**config.mk**
```make
export PLATFORM = sky130hd
export DESIGN_NAME = i2c_idle_watch
export DESIGN_NICKNAME = d
export VERILOG_FILES = /design/src/rtl/i2c_watch_pkg.sv /design/src/rtl/line_monitor.sv /design/src/rtl/idle_timer.sv /design/src/rtl/watch_regs.sv /design/src/rtl/i2c_idle_watch.sv
export SDC_FILE = /design/constraint.sdc
export NUM_CORES = 1
export LEC_CHECK = 0
export BUFFER_PORTS_ARGS = -buffer_cell sky130_fd_sc_hd__buf_4
export CAP_MARGIN = 20
export CORE_ASPECT_RATIO = 1.4
export CORE_UTILIZATION = 50
export CTS_CLUSTER_DIAMETER = 60
export DETAILED_ROUTE_END_ITERATION = 8
export PLACE_DENSITY = 0.82
export SLEW_MARGIN = 20
export SYNTH_ARGS = -nofsm -noshare
export SYNTH_HDL_FRONTEND = slang
export SYNTH_SLANG_ARGS = --single-unit
```
**constraint.sdc**
```tcl
create_clock -name clk -period 1.85 [get_ports clk]
set_clock_uncertainty 0.05 [all_clocks]
set_input_delay 0.555 -clock clk [delete_from_list [all_inputs] [get_ports clk]]
set_output_delay 0.555 -clock clk [all_outputs]
set_load 0.05 [all_outputs]
```
**src/rtl/i2c_watch_pkg.sv**
```systemverilog
package i2c_watch_pkg;
  // Control fields held by the configuration register
  typedef struct packed {
    logic to_en;
    logic to_short;
    logic stop_ie;
  } watch_cfg_t;

  // Bit positions of the flags on the status write port
  localparam int unsigned FLAG_TO   = 0;
  localparam int unsigned FLAG_STOP = 1;
  localparam int unsigned NFLAG     = 2;
endpackage

```
**src/rtl/line_monitor.sv**
```systemverilog
module line_monitor (
  input  logic clk,
  input  logic rst,
  input  logic scl_in,
  input  logic sda_in,
  output logic activity,
  output logic stop_det
);
  logic scl_d;
  logic sda_d;

  // Previous samples; the idle bus has both lines high
  always_ff @(posedge clk) begin
    if (rst) begin
      scl_d <= 1'b1;
      sda_d <= 1'b1;
    end else begin
      scl_d <= scl_in;
      sda_d <= sda_in;
    end
  end

  assign activity = (scl_d ^ scl_in) | (sda_d ^ sda_in);
  assign stop_det = scl_d & scl_in & ~sda_d & sda_in;
endmodule

```
**src/rtl/idle_timer.sv**
```systemverilog
module idle_timer #(
  parameter int unsigned LONG_W  = 16,
  parameter int unsigned SHORT_W = 14
) (
  input  logic clk,
  input  logic rst,
  input  logic tick_en,
  input  logic en,
  input  logic short_sel,
  input  logic activity,
  output logic to_evt
);
  localparam int unsigned PAD_W = LONG_W - SHORT_W;
  localparam logic [LONG_W-1:0] LONG_LAST  = {LONG_W{1'b1}};
  localparam logic [LONG_W-1:0] SHORT_LAST = {{PAD_W{1'b0}}, {SHORT_W{1'b1}}};

  logic [LONG_W-1:0] cnt_q;
  logic              sat_q;
  logic [LONG_W-1:0] last;
  logic              at_last;

  assign last    = short_sel ? SHORT_LAST : LONG_LAST;
  assign at_last = (cnt_q == last);
  assign to_evt  = en & ~activity & tick_en & ~sat_q & at_last;

  always_ff @(posedge clk) begin
    if (rst || !en || activity) begin
      cnt_q <= '0;
      sat_q <= 1'b0;
    end else if (tick_en && !sat_q) begin
      if (at_last) sat_q <= 1'b1;
      else         cnt_q <= cnt_q + 1'b1;
    end
  end
endmodule

```
**src/rtl/watch_regs.sv**
```systemverilog
module watch_regs
  import i2c_watch_pkg::*;
(
  input  logic             clk,
  input  logic             rst,
  input  logic             cfg_we,
  input  watch_cfg_t       cfg_wdata,
  input  logic             stat_we,
  input  logic [NFLAG-1:0] stat_wdata,
  input  logic             to_evt,
  input  logic             stop_det,
  output watch_cfg_t       cfg_q,
  output logic [NFLAG-1:0] flags_q,
  output logic             irq_q
);
  logic [NFLAG-1:0] set_v;
  logic [NFLAG-1:0] flags_nxt;

  assign set_v[FLAG_TO]   = to_evt;
  assign set_v[FLAG_STOP] = stop_det & cfg_q.stop_ie;

  // The window select is writable only while the timeout is disabled
  always_ff @(posedge clk) begin
    if (rst) begin
      cfg_q <= '0;
    end else if (cfg_we) begin
      cfg_q.to_en   <= cfg_wdata.to_en;
      cfg_q.stop_ie <= cfg_wdata.stop_ie;
      if (!cfg_q.to_en) cfg_q.to_short <= cfg_wdata.to_short;
    end
  end

  // Write-zero-to-clear; a hardware set overrides a clear
  for (genvar i = 0; i < NFLAG; i++) begin : g_flag
    assign flags_nxt[i] = set_v[i] | (flags_q[i] & ~(stat_we & ~stat_wdata[i]));
    always_ff @(posedge clk) begin
      if (rst) flags_q[i] <= 1'b0;
      else     flags_q[i] <= flags_nxt[i];
    end
  end

  always_ff @(posedge clk) begin
    if (rst) irq_q <= 1'b0;
    else     irq_q <= |flags_nxt;
  end
endmodule

```
**src/rtl/i2c_idle_watch.sv**
```systemverilog
module i2c_idle_watch
  import i2c_watch_pkg::*;
#(
  parameter int unsigned LONG_W  = 16,
  parameter int unsigned SHORT_W = 14
) (
  input  logic             clk,
  input  logic             rst,
  input  logic             tick_en,
  input  logic             scl_in,
  input  logic             sda_in,
  input  logic             cfg_we,
  input  logic             cfg_to_en,
  input  logic             cfg_short,
  input  logic             cfg_stop_ie,
  input  logic             stat_we,
  input  logic [NFLAG-1:0] stat_wdata,
  output logic             to_flag,
  output logic             stop_flag,
  output logic             irq
);
  watch_cfg_t       cfg_wdata;
  watch_cfg_t       cfg_q;
  logic [NFLAG-1:0] flags_q;
  logic             activity;
  logic             stop_det;
  logic             to_evt;
  logic             en_q;
  logic             short_q;
  logic             stop_ie_q;

  assign cfg_wdata = '{to_en: cfg_to_en, to_short: cfg_short, stop_ie: cfg_stop_ie};
  assign en_q      = cfg_q.to_en;
  assign short_q   = cfg_q.to_short;
  assign stop_ie_q = cfg_q.stop_ie;

  line_monitor u_lines (
    .clk      (clk),
    .rst      (rst),
    .scl_in   (scl_in),
    .sda_in   (sda_in),
    .activity (activity),
    .stop_det (stop_det)
  );

  idle_timer #(.LONG_W(LONG_W), .SHORT_W(SHORT_W)) u_timer (
    .clk       (clk),
    .rst       (rst),
    .tick_en   (tick_en),
    .en        (en_q),
    .short_sel (short_q),
    .activity  (activity),
    .to_evt    (to_evt)
  );

  watch_regs u_regs (
    .clk        (clk),
    .rst        (rst),
    .cfg_we     (cfg_we),
    .cfg_wdata  (cfg_wdata),
    .stat_we    (stat_we),
    .stat_wdata (stat_wdata),
    .to_evt     (to_evt),
    .stop_det   (stop_det),
    .cfg_q      (cfg_q),
    .flags_q    (flags_q),
    .irq_q      (irq)
  );

  assign to_flag   = flags_q[FLAG_TO];
  assign stop_flag = flags_q[FLAG_STOP];
endmodule

```
==> flow_summary.ini <==
[power]
p_sw_share_pct = 23.4
peakVddDrop_uv = 436
seqPwrFrac_pct = 63.9
intPower_mw = 0.660
power.combinational.fraction_pct = 6.8
power_mw = 0.861
power-per-cell-area_mw_per_mm2 = 596
total_leakage_power_nw = 0.520
clockPowerShare_pct = 29.3
netSwitchingPower_mw = 0.201

[global_routing]
grt_pass1_wl_um = 4080
grt_max_degree = 15
grt.overflow.total = 0
antenna_found_initial = 0
first_global_vias = 1034
grt_use_total_pct = 20.8

[timing]
setup_viol = 0
fmax_mhz = 561
holdWs_ns = 0.369
tightestPinTransition_ns = 0.360
period_share_pct = 96.4
slew_violations = 0
worst_slack_ns = 0.0672
max_slew_margin_pct = 75.7
tns_ns = 0
hold_violations = 0
grt_setup_unrepaired = false
min_period_ns = 1.78

[critical_path]
critPathLaunchType = flip-flop
rr_endpoint = u_timer.cnt_q[6]$_SDFFE_PP0P_
worst_path_max_delay_cell = or3b_4
crit_chain = or3b_4, a2111oi_4, buf_6, a211oi_2, a21o_1, a21oi_2
endpoint_kind = flip-flop
r2r-start = u_regs.cfg_q[1]$_SDFFE_PP0P_
cp-startpoint = u_regs.cfg_q[1]$_SDFFE_PP0P_
cp.required_ns = 2.07
r2r_cells = 6
crit_fanout = 7
critPathMaxStageDelay_ns = 0.41
critPathKind = reg -> reg
rrSetupSlack_ns = 0.07
arrival_ns = 2.01
crit_path_end = u_timer.cnt_q[6]$_SDFFE_PP0P_

[place]
post-place-ws_ns = 0.0222
gp_congestion = 0.813
io_buffers = 14
hpwl_um = 1840
placed_cells = 176

[cells_and_area]
num_antenna_cells = 0
final_nets = 174
drive_gt1_share_pct = 27.7
instances_no_fill = 181
area_growth_pct = 22.0
fillCellCount = 173

[status]
outcome = completed

[clock_tree]
cts_buffers = 3
ctsHoldBuffers = 0
cts_max_path_buffers = 2
cts_tree = done
htreeDepth = 1
clock_sinks = 25
path_clk_slew_ns = 0.14
root_buffer = clkbuf_4
clkLatencyLatePin_ns = 0.32

[synthesis]
synth_fa_ha_area_share_pct = 2.11
ys_seq_area_share_pct = 42.2
synthTopCellsByArea = dfxtp_1 42%, xnor2_1 7.4%, nor2_1 6.0%, nand3_1 3.8%, mux2i_1 2.5%
synth_top_family_by_area = simple AND/OR/NAND/NOR gates
syn_inst = 131
synthMuxAreaShare_pct = 2.53
synthSimpleGateAreaFrac_pct = 27.6
yosys.area.top_type = dfxtp_1
synthesis.area_mm2 = 0.00118
ys_types = 39
avgSynthCellArea_um2 = 9.04
synthXorXnorAreaFrac_pct = 8.13
synth_top_area_share_pct = 42.2
ys_seq_elements = 25
synthesis.nets = 145
yosysWarningCount = 0
synth_compound_area_share_pct = 15.5

[floorplan]
die_h_um = 59.6
rows = 20
io_pins = 15
die_w_um = 43.1
initial_utilization_pct = 53.8
core_mm2 = 0.00220
dieArea_mm2 = 0.00257

[route]
drtAntennaViolNets = 0
totalWireLength_um = 2460
drc = 0
vias = 1038
drt_iter0_drc = 24
wl_per_cell_um = 13.6
dr.pass1.iters = 4
via_per_inst = 5.73

[min_path]
min-delay-path-class = in -> reg

[job]
cap_violations = 0
-- synth_stat cells --
cell,n
a2111oi_4,1
a211oi_1,3
a211oi_2,1
a21o_1,1
a21o_2,1
a21oi_1,5
a21oi_2,2
a31o_2,1
a31oi_1,2
a32o_1,1
and2_1,2
and3_1,3
and4_1,2
and4b_1,1
clkbuf_1,2
dfxtp_1,25
ha_1,2
inv_1,4
mux2i_1,3
nand2_1,6
nand2b_1,2
nand3_1,9
nand3b_1,1
nand4_1,3
nand4b_1,1
nor2_1,19
nor2b_1,2
nor3_1,1
nor3b_1,1
nor4_1,2
o21ai_0,3
o21bai_1,1
o41ai_1,1
or2_2,3
or3_1,1
or3b_4,1
or4_1,1
xnor2_1,10
xor2_1,1
-- per-layer routing --
metal / vias to the layer above / share of wire, % / GRT usage [%]
met3: 5 / 1.8 / 2.74
met1: 494 / 44 / 22.6
met2: 17 / 52 / 39.2
li1: 522 / - / -
met5: - / 0 / 0
met4: 0 / 1.7 / 9.09
-- worst max-delay path: cells and delay by family (launching register included) --
kind	cells	cell delay, ns
AO/OA/AOI/OAI	4	0.73
buffers and inverters	1	0.18
flip-flops	1	0.36
AND/OR/NAND/NOR	1	0.41
-- sequential cells by signal, summed over array words and instances, names as in the netlist --
| name | cells |
|---|---|
| u_timer.cnt_q | 16 |
| u_timer.sat_q | 1 |
| u_lines.scl_d | 1 |
| u_regs.flags_q | 2 |
| u_lines.sda_d | 1 |
| u_regs.irq_q | 1 |
| u_regs.cfg_q | 3 |
-- timing repair --
item,in CTS,in global routing
pin swaps,0,2
gates resized for setup,1,4
buffers inserted,0,1
cloned,0,0
setup endpoints to repair,1,6
-- final cells by class --
| type | count | area, um2 | share of cell area, % |
|---|---|---|---|
| Sequential cell | 25 | 503 | 34.8 |
| Clock buffer | 3 | 22.5 | 1.56 |
| Tap cell | 22 | 27.5 | 1.90 |
| Clock inverter | 1 | 5.00 | 0.346 |
| Inverter | 4 | 15.0 | 1.04 |
| Timing Repair Buffer | 26 | 199 | 13.8 |
| Multi-Input combinational cell | 100 | 673 | 46.6 |
-- worst min path at each step --
stage | endpoint | slack, ns | startpoint | cells past startpoint
2_1_floorplan | u_timer.cnt_q[7]$_SDFFE_PP0P_ | 0.39 | u_timer.cnt_q[7]$_SDFFE_PP0P_ | 2
3_3_place_gp | u_timer.cnt_q[7]$_SDFFE_PP0P_ | 0.41 | u_timer.cnt_q[7]$_SDFFE_PP0P_ | 2
3_5_place_dp | u_timer.cnt_q[7]$_SDFFE_PP0P_ | 0.42 | u_timer.cnt_q[7]$_SDFFE_PP0P_ | 2
4_1_cts | u_lines.scl_d$_SDFF_PP1_ | 0.37 | scl_in | 2
5_1_grt | u_regs.cfg_q[1]$_SDFFE_PP0P_ | 0.36 | rst | 2
6_report | u_lines.scl_d$_SDFF_PP1_ | 0.37 | scl_in | 2
-- logic make-up (layout without fill, tap and decap cells) --
kind of cell,Yosys count,after routing
xor+xnor,11,11
fa+ha+maj,2,2
flops,25,25
simple gates,61,61
buf+inv,6,34
compound gates,23,23
mux,3,3
-- through the flow --
stage | utilization (%) | cell area (um2)
finish | 65.6 | 1450
global route | 65.6 | 1450
CTS | 64.5 | 1420
detailed placement | 63.2 | 1390
global placement | 63.2 | 1390
floorplan | - | 1180
-- power by group through the flow --
stage          combinational, mW  clock [mW]  sequential (mW)
2_1_floorplan             0.0280           0            0.561
3_3_place_gp              0.0559           0            0.561
3_5_place_dp              0.0588           0            0.561
4_1_cts                   0.0589       0.255            0.550
5_1_grt                   0.0637       0.278            0.551
6_report                  0.0584       0.253            0.550
-- cell usage in the layout (no fill, tap or decap), drive strengths merged, types with 4 or more instances in the layout --
| master | instances |
|---|---|
| nand3 | 9 |
| buf | 26 |
| dfxtp | 25 |
| inv | 4 |
| a211oi | 4 |
| xnor2 | 10 |
| nor2 | 19 |
| nand2 | 6 |
| a21oi | 7 |
No activity file was read; power rests on OpenSTA's default activity.
